### config.mk
export PLATFORM = sky130hd
export DESIGN_NAME = readCaptureTimer
export DESIGN_NICKNAME = d
export VERILOG_FILES = /design/src/rtl/rcdPkg.sv /design/src/rtl/rcdCtrl.sv /design/src/rtl/rcdDatapath.sv /design/src/rtl/readCaptureTimer.sv
export SDC_FILE = /design/constraint.sdc
export NUM_CORES = 1
export LEC_CHECK = 0
export BUFFER_PORTS_ARGS = -buffer_cell sky130_fd_sc_hd__buf_4
export CAP_MARGIN = 25
export CORE_AREA = 3 3 126 128
export CTS_CLUSTER_DIAMETER = 50
export DETAILED_ROUTE_END_ITERATION = 12
export DIE_AREA = 0 0 129 131
export GPL_ROUTABILITY_DRIVEN = 0
export PLACE_DENSITY = 0.65
export REMOVE_ABC_BUFFERS = 1
export SLEW_MARGIN = 10
export SYNTH_ARGS = -nofsm -noshare
export SYNTH_HDL_FRONTEND = slang
export SYNTH_SLANG_ARGS = --single-unit
### constraint.sdc
create_clock -name clk -period 4.1 [get_ports clk]
set_input_delay 0.82 -clock clk [delete_from_list [all_inputs] [get_ports clk]]
set_output_delay 0.82 -clock clk [all_outputs]
set_load 0.005 [all_outputs]
### src/rtl/rcdPkg.sv
package rcdPkg;
  parameter int unsigned PH_W  = 9;
  parameter int unsigned TAP_W = 6;
  parameter int unsigned TAPS  = 1 << TAP_W;
  parameter int unsigned WIN_W = 6;

  typedef struct packed {
    logic             windowOpen;
    logic [WIN_W-1:0] winIdx;
    logic             finish;
  } captureCtl_t;
endpackage

### src/rtl/rcdCtrl.sv
module rcdCtrl
  import rcdPkg::*;
#(
  parameter int unsigned RT_W     = 8,
  parameter int unsigned RT_RESET = 55
) (
  input  logic             clk,
  input  logic             rstN,
  input  logic             readCmd,
  input  logic             rtWrEn,
  input  logic [RT_W-1:0]  rtWrData,
  input  logic [WIN_W-1:0] lastOff,
  output logic             busy,
  output captureCtl_t      ctl
);
  typedef enum logic [1:0] {S_IDLE, S_COUNT, S_WIN} state_t;

  state_t           state;
  logic [RT_W-1:0]  rtReg;
  logic [RT_W-1:0]  cnt;
  logic [WIN_W-1:0] win;

  always_ff @(posedge clk or negedge rstN) begin
    if (!rstN) begin
      rtReg <= RT_W'(RT_RESET);
    end else if (rtWrEn) begin
      rtReg <= rtWrData;
    end
  end

  always_ff @(posedge clk or negedge rstN) begin
    if (!rstN) begin
      state <= S_IDLE;
      cnt   <= '0;
      win   <= '0;
    end else begin
      case (state)
        S_IDLE: if (readCmd) begin
          cnt   <= rtReg;
          state <= S_COUNT;
        end
        S_COUNT: if (cnt == '0) begin
          state <= S_WIN;
          win   <= '0;
        end else begin
          cnt <= cnt - 1'b1;
        end
        S_WIN: if (win == lastOff) begin
          state <= S_IDLE;
        end else begin
          win <= win + 1'b1;
        end
        default: state <= S_IDLE;
      endcase
    end
  end

  always_comb begin
    ctl.windowOpen = (state == S_WIN);
    ctl.winIdx     = win;
    ctl.finish     = (state == S_WIN) && (win == lastOff);
  end

  assign busy = (state != S_IDLE);
endmodule

### src/rtl/rcdDatapath.sv
module rcdDatapath
  import rcdPkg::*;
#(
  parameter int unsigned LANES  = 4,
  parameter int unsigned CDLY_W = 4
) (
  input  logic                    clk,
  input  logic                    rstN,
  input  captureCtl_t             ctl,
  input  logic [LANES*CDLY_W-1:0] cycleDelay,
  input  logic [LANES*PH_W-1:0]   phaseCode,
  input  logic [LANES*TAPS-1:0]   strobeTaps,
  output logic [WIN_W-1:0]        lastOff,
  output logic                    resultValid,
  output logic [LANES-1:0]        resultBits
);
  localparam int unsigned CYC_HI = PH_W - TAP_W;

  logic [WIN_W-1:0] laneOff [LANES];
  logic [TAP_W-1:0] laneTap [LANES];

  for (genvar l = 0; l < LANES; l++) begin : g_lane
    logic [PH_W-1:0] ph;
    assign ph         = phaseCode[l*PH_W +: PH_W];
    assign laneTap[l] = ph[TAP_W-1:0];
    assign laneOff[l] = WIN_W'(cycleDelay[l*CDLY_W +: CDLY_W])
                      + WIN_W'(ph[PH_W-1 -: CYC_HI]);

    always_ff @(posedge clk or negedge rstN) begin
      if (!rstN) begin
        resultBits[l] <= 1'b0;
      end else if (ctl.windowOpen && ctl.winIdx == laneOff[l]) begin
        resultBits[l] <= strobeTaps[l*TAPS + int'(laneTap[l])];
      end
    end
  end

  always_comb begin
    lastOff = '0;
    for (int l = 0; l < LANES; l++) begin
      if (laneOff[l] > lastOff) lastOff = laneOff[l];
    end
  end

  always_ff @(posedge clk or negedge rstN) begin
    if (!rstN) resultValid <= 1'b0;
    else       resultValid <= ctl.finish;
  end
endmodule

### src/rtl/readCaptureTimer.sv
module readCaptureTimer
  import rcdPkg::*;
#(
  parameter int unsigned LANES  = 4,
  parameter int unsigned CDLY_W = 4,
  parameter int unsigned RT_W   = 8
) (
  input  logic                    clk,
  input  logic                    rstN,
  input  logic                    readCmd,
  input  logic                    rtWrEn,
  input  logic [RT_W-1:0]         rtWrData,
  input  logic [LANES*CDLY_W-1:0] cycleDelay,
  input  logic [LANES*PH_W-1:0]   phaseCode,
  input  logic [LANES*TAPS-1:0]   strobeTaps,
  output logic                    busy,
  output logic                    resultValid,
  output logic [LANES-1:0]        resultBits
);
  captureCtl_t      ctl;
  logic [WIN_W-1:0] lastOff;

  rcdCtrl #(.RT_W(RT_W), .RT_RESET(55)) u_ctrl (
    .clk(clk), .rstN(rstN), .readCmd(readCmd), .rtWrEn(rtWrEn),
    .rtWrData(rtWrData), .lastOff(lastOff), .busy(busy), .ctl(ctl)
  );

  rcdDatapath #(.LANES(LANES), .CDLY_W(CDLY_W)) u_dp (
    .clk(clk), .rstN(rstN), .ctl(ctl), .cycleDelay(cycleDelay),
    .phaseCode(phaseCode), .strobeTaps(strobeTaps), .lastOff(lastOff),
    .resultValid(resultValid), .resultBits(resultBits)
  );
endmodule

==> flow_metrics.tcl <==
set metrics [dict create \
    finClkSkew_ps 6.43 \
    fmax_ghz 0.168 \
    start_util_pct 32.7 \
    synth_warnings 0 \
    layout.cells.non_filler 990 \
    worstMarginPinSlew_ps 571 \
    syn-mean-instance-area_sq_um 11.5 \
    synth_edf_count 0 \
    cts_root_buffer "clkbuf_16" \
    ys_seq_area_share_pct 15.0 \
    diodes 0 \
    vias 5363 \
    overflow 0 \
    ant_nets 0 \
    die_x_um 129 \
    clock_latency_ps 270 \
    htreeDepth 2 \
    routed_wl_mm 19.0 \
    synth_largest_area_cell "mux4_2" \
    drv_cap 0 \
    crit_path_max_fanout 7 \
    drt_first_pass_iters 5 \
    worst-r2r-cell-count 9 \
    dieArea_sq_um 16900 \
    post-dp-hpwl_mm 16.1 \
    outcome "complete, but fails checks" \
    slew_viol_final 0 \
    wire_per_inst_um 19.2 \
    whs_ps 463 \
    cts_buffers 5 \
    slew_headroom_pct 61.6 \
    clkTransAtPathRegs_ps 50 \
    drive_gt1_share_pct 71.2 \
    layout_commonest_cell "buf_4" \
    multi_input_area_sq_um 4340 \
    synth_seq_cells 29 \
    drtIter0Drc 255 \
    place_ws_ps -2560 \
    grt_max_degree 30 \
    cp.required_ps 4250 \
    grt_pass1_wl_mm 29.0 \
    drc 0 \
    endpoint_kind "flip-flop" \
    ys_types 64 \
    grt_usage_pct 21.3 \
    hold_buffers 0 \
    final_cell_mix "buf_4, mux4_2, dfrtp_1" \
    rsz0062_at_grt "yes" \
    leakagePower_nw 3.84 \
    timing.rr.start "u_ctrl.win[0]$_DFFE_PN0P_" \
    core_region_area_sq_um 15000 \
    synthToLayoutAreaGrowth_pct 74.5 \
    crit_arrival_ps 6100 \
    fin_crit_sh_pct 145 \
    crit_type "in -> reg" \
    ys_async_sr_fraction_pct 100 \
    num_rows 45 \
    peakVddDrop_uv 220 \
    r2r_setup_slack_ps 1730 \
    startpoint_type "input pin" \
    p_per_area_nw_per_um2 380 \
    yosys.area.top_type_share_pct 38.7 \
    vias_per_cell 5.42 \
    synthTopCellsByArea "mux4_2, dfrtp_1, ha_1" \
    antenna_found_initial 0 \
    dp.cells 967 \
    synthCells 426 \
    synth-main-ff-cell "dfrtp_1" \
    synthesis.area_sq_um 4890 \
    period_needed_ps 5950 \
    ios 326 \
    cts.sinks 29 \
    final_hold_viol_count 0 \
    cts_buffer_depth 2 \
    seq_area_sq_um 732 \
    grt_pass1_vias 5889 \
    n_fill_cell 1276 \
    setup_viol 9 \
    fin_ws_ps -1850 \
    dieHeight_um 131 \
    cts_tree "done" \
    fin_nets 1158 \
    finish.utilization_pct 57.0 \
    port-buffer-count 325 \
    hp-class "in -> async" \
    violations "negative setup slack" \
    reg2reg_to "u_ctrl.win[3]$_DFFE_PN0P_" \
]
-- synthesized netlist by cell type (3+ instances only) --
cell type and n:
a21o_1 9, xor2_1 4, dfstp_2 5, o21a_1 4, mux2_2 11, o2111ai_1 3
inv_1 19, o21ai_0 21, nand3_1 13, ha_1 33, fa_1 4, nor3b_1 3
mux2i_1 7, o211ai_1 4, nor2_1 16, a21oi_1 20, o21ai_1 3, dfrtp_1 24
buf_2 4, clkbuf_1 11, buf_4 4, and2_1 5, xnor2_1 22, nand4_1 6
o22ai_1 5, buf_1 5, mux4_2 84, nor3_1 7, nand2_1 23, nor2b_1 5
-- how the worst max path moves through the flow --
stage	from	endpoint	slack (ps)	cells past startpoint
6_report	phaseCode[15]	u_ctrl.win[0]$_DFFE_PN0P_	-1850	28
5_1_grt	phaseCode[15]	u_ctrl.win[0]$_DFFE_PN0P_	-2070	28
4_1_cts	phaseCode[7]	u_ctrl.win[0]$_DFFE_PN0P_	-1800	32
3_5_place_dp	cycleDelay[0]	u_ctrl.win[5]$_DFFE_PN0P_	-2560	27
3_3_place_gp	cycleDelay[4]	u_ctrl.win[0]$_DFFE_PN0P_	-2300	26
2_1_floorplan	cycleDelay[0]	u_ctrl.win[0]$_DFFE_PN0P_	-2280	26
-- registers in the layout, indices dropped and copies added, names as in the netlist --
register / cells
u_ctrl.rtReg: 8
u_dp.resultValid: 1
u_ctrl.cnt: 8
u_ctrl.win: 6
u_dp.resultBits: 4
u_ctrl.state: 2
-- cell families after synthesis --
kind of cell	count (synthesis)	share of synthesized area, %
AOI/OAI and AO/OA	92	13.1
and+or+nand+nor	94	10.4
DFF	29	15.0
buffers and inverters	46	4.09
muxes	102	42.6
xor gates and xnor gates	26	4.65
adders and majority gates	37	10.1
-- cell type report --
| cell class | instances | share of cell area (%) |
|---|---|---|
| tap | 188 | 2.76 |
| inverter | 21 | 0.953 |
| timing repair buffer | 393 | 35.3 |
| sequential | 29 | 8.58 |
| multi-input combinational | 351 | 50.8 |
| clock buffer | 7 | 1.55 |
| clock inverter | 1 | 0.0586 |
-- metrics by stage --
| stage | instance area (sq um) | power [W] | setup TNS (ps) |
|---|---|---|---|
| 2_1_floorplan | 4770 | 0.00161 | -19690 |
| 3_3_place_gp | 7840 | 0.00240 | -20260 |
| 3_5_place_dp | 7840 | 0.00247 | -22540 |
| 4_1_cts | 8350 | 0.00304 | -15400 |
| 5_1_grt | 8540 | 0.00350 | -17940 |
| 6_report | 8540 | 0.00325 | -15950 |
-- critical path: stages --
cell      delay, ps
buf_6           100
ha_4            150
fa_2            390
a21oi_2         150
nor2b_2          70
ha_4            300
and3_4          220
o21ai_4          80
a21oi_4         150
mux2_4          340
inv_4            70
ha_4            190
a21o_1          180
a21oi_2         170
buf_4           160
a32oi_4          70
nor2_1          120
a21oi_1          50
ha_1            320
o21a_1          180
o22ai_2         140
a21o_4          170
mux2i_2         230
nand3_1         120
a2111o_1        450
or3b_4          430
mux2i_1         160
o21ai_1          80
-- report_power, final --
group	internal (W)	switching [W]
registers	0.000372	0.0000922
logic	0.00135	0.00109
clock network	0.000223	0.000118
total	0.00194	0.00130
-- layer usage --
layer,up-vias,GRT usage [%],routed length (um)
met3,35,3.94,1170
li1,2493,-,-
met1,2634,24.9,6760
met4,0,4.20,329
met5,-,0,0
met2,201,40.8,10800
-- timing repair --
| action | in CTS | in global routing |
|---|---|---|
| endpoints found under the setup margin | 9 | 9 |
| hold endpoints to repair | 0 | 0 |
| pin swaps | 36 | 18 |
| gates resized for setup | 62 | 26 |
| setup buffers | 11 | 6 |
No activity file was read; power rests on OpenSTA's default activity.
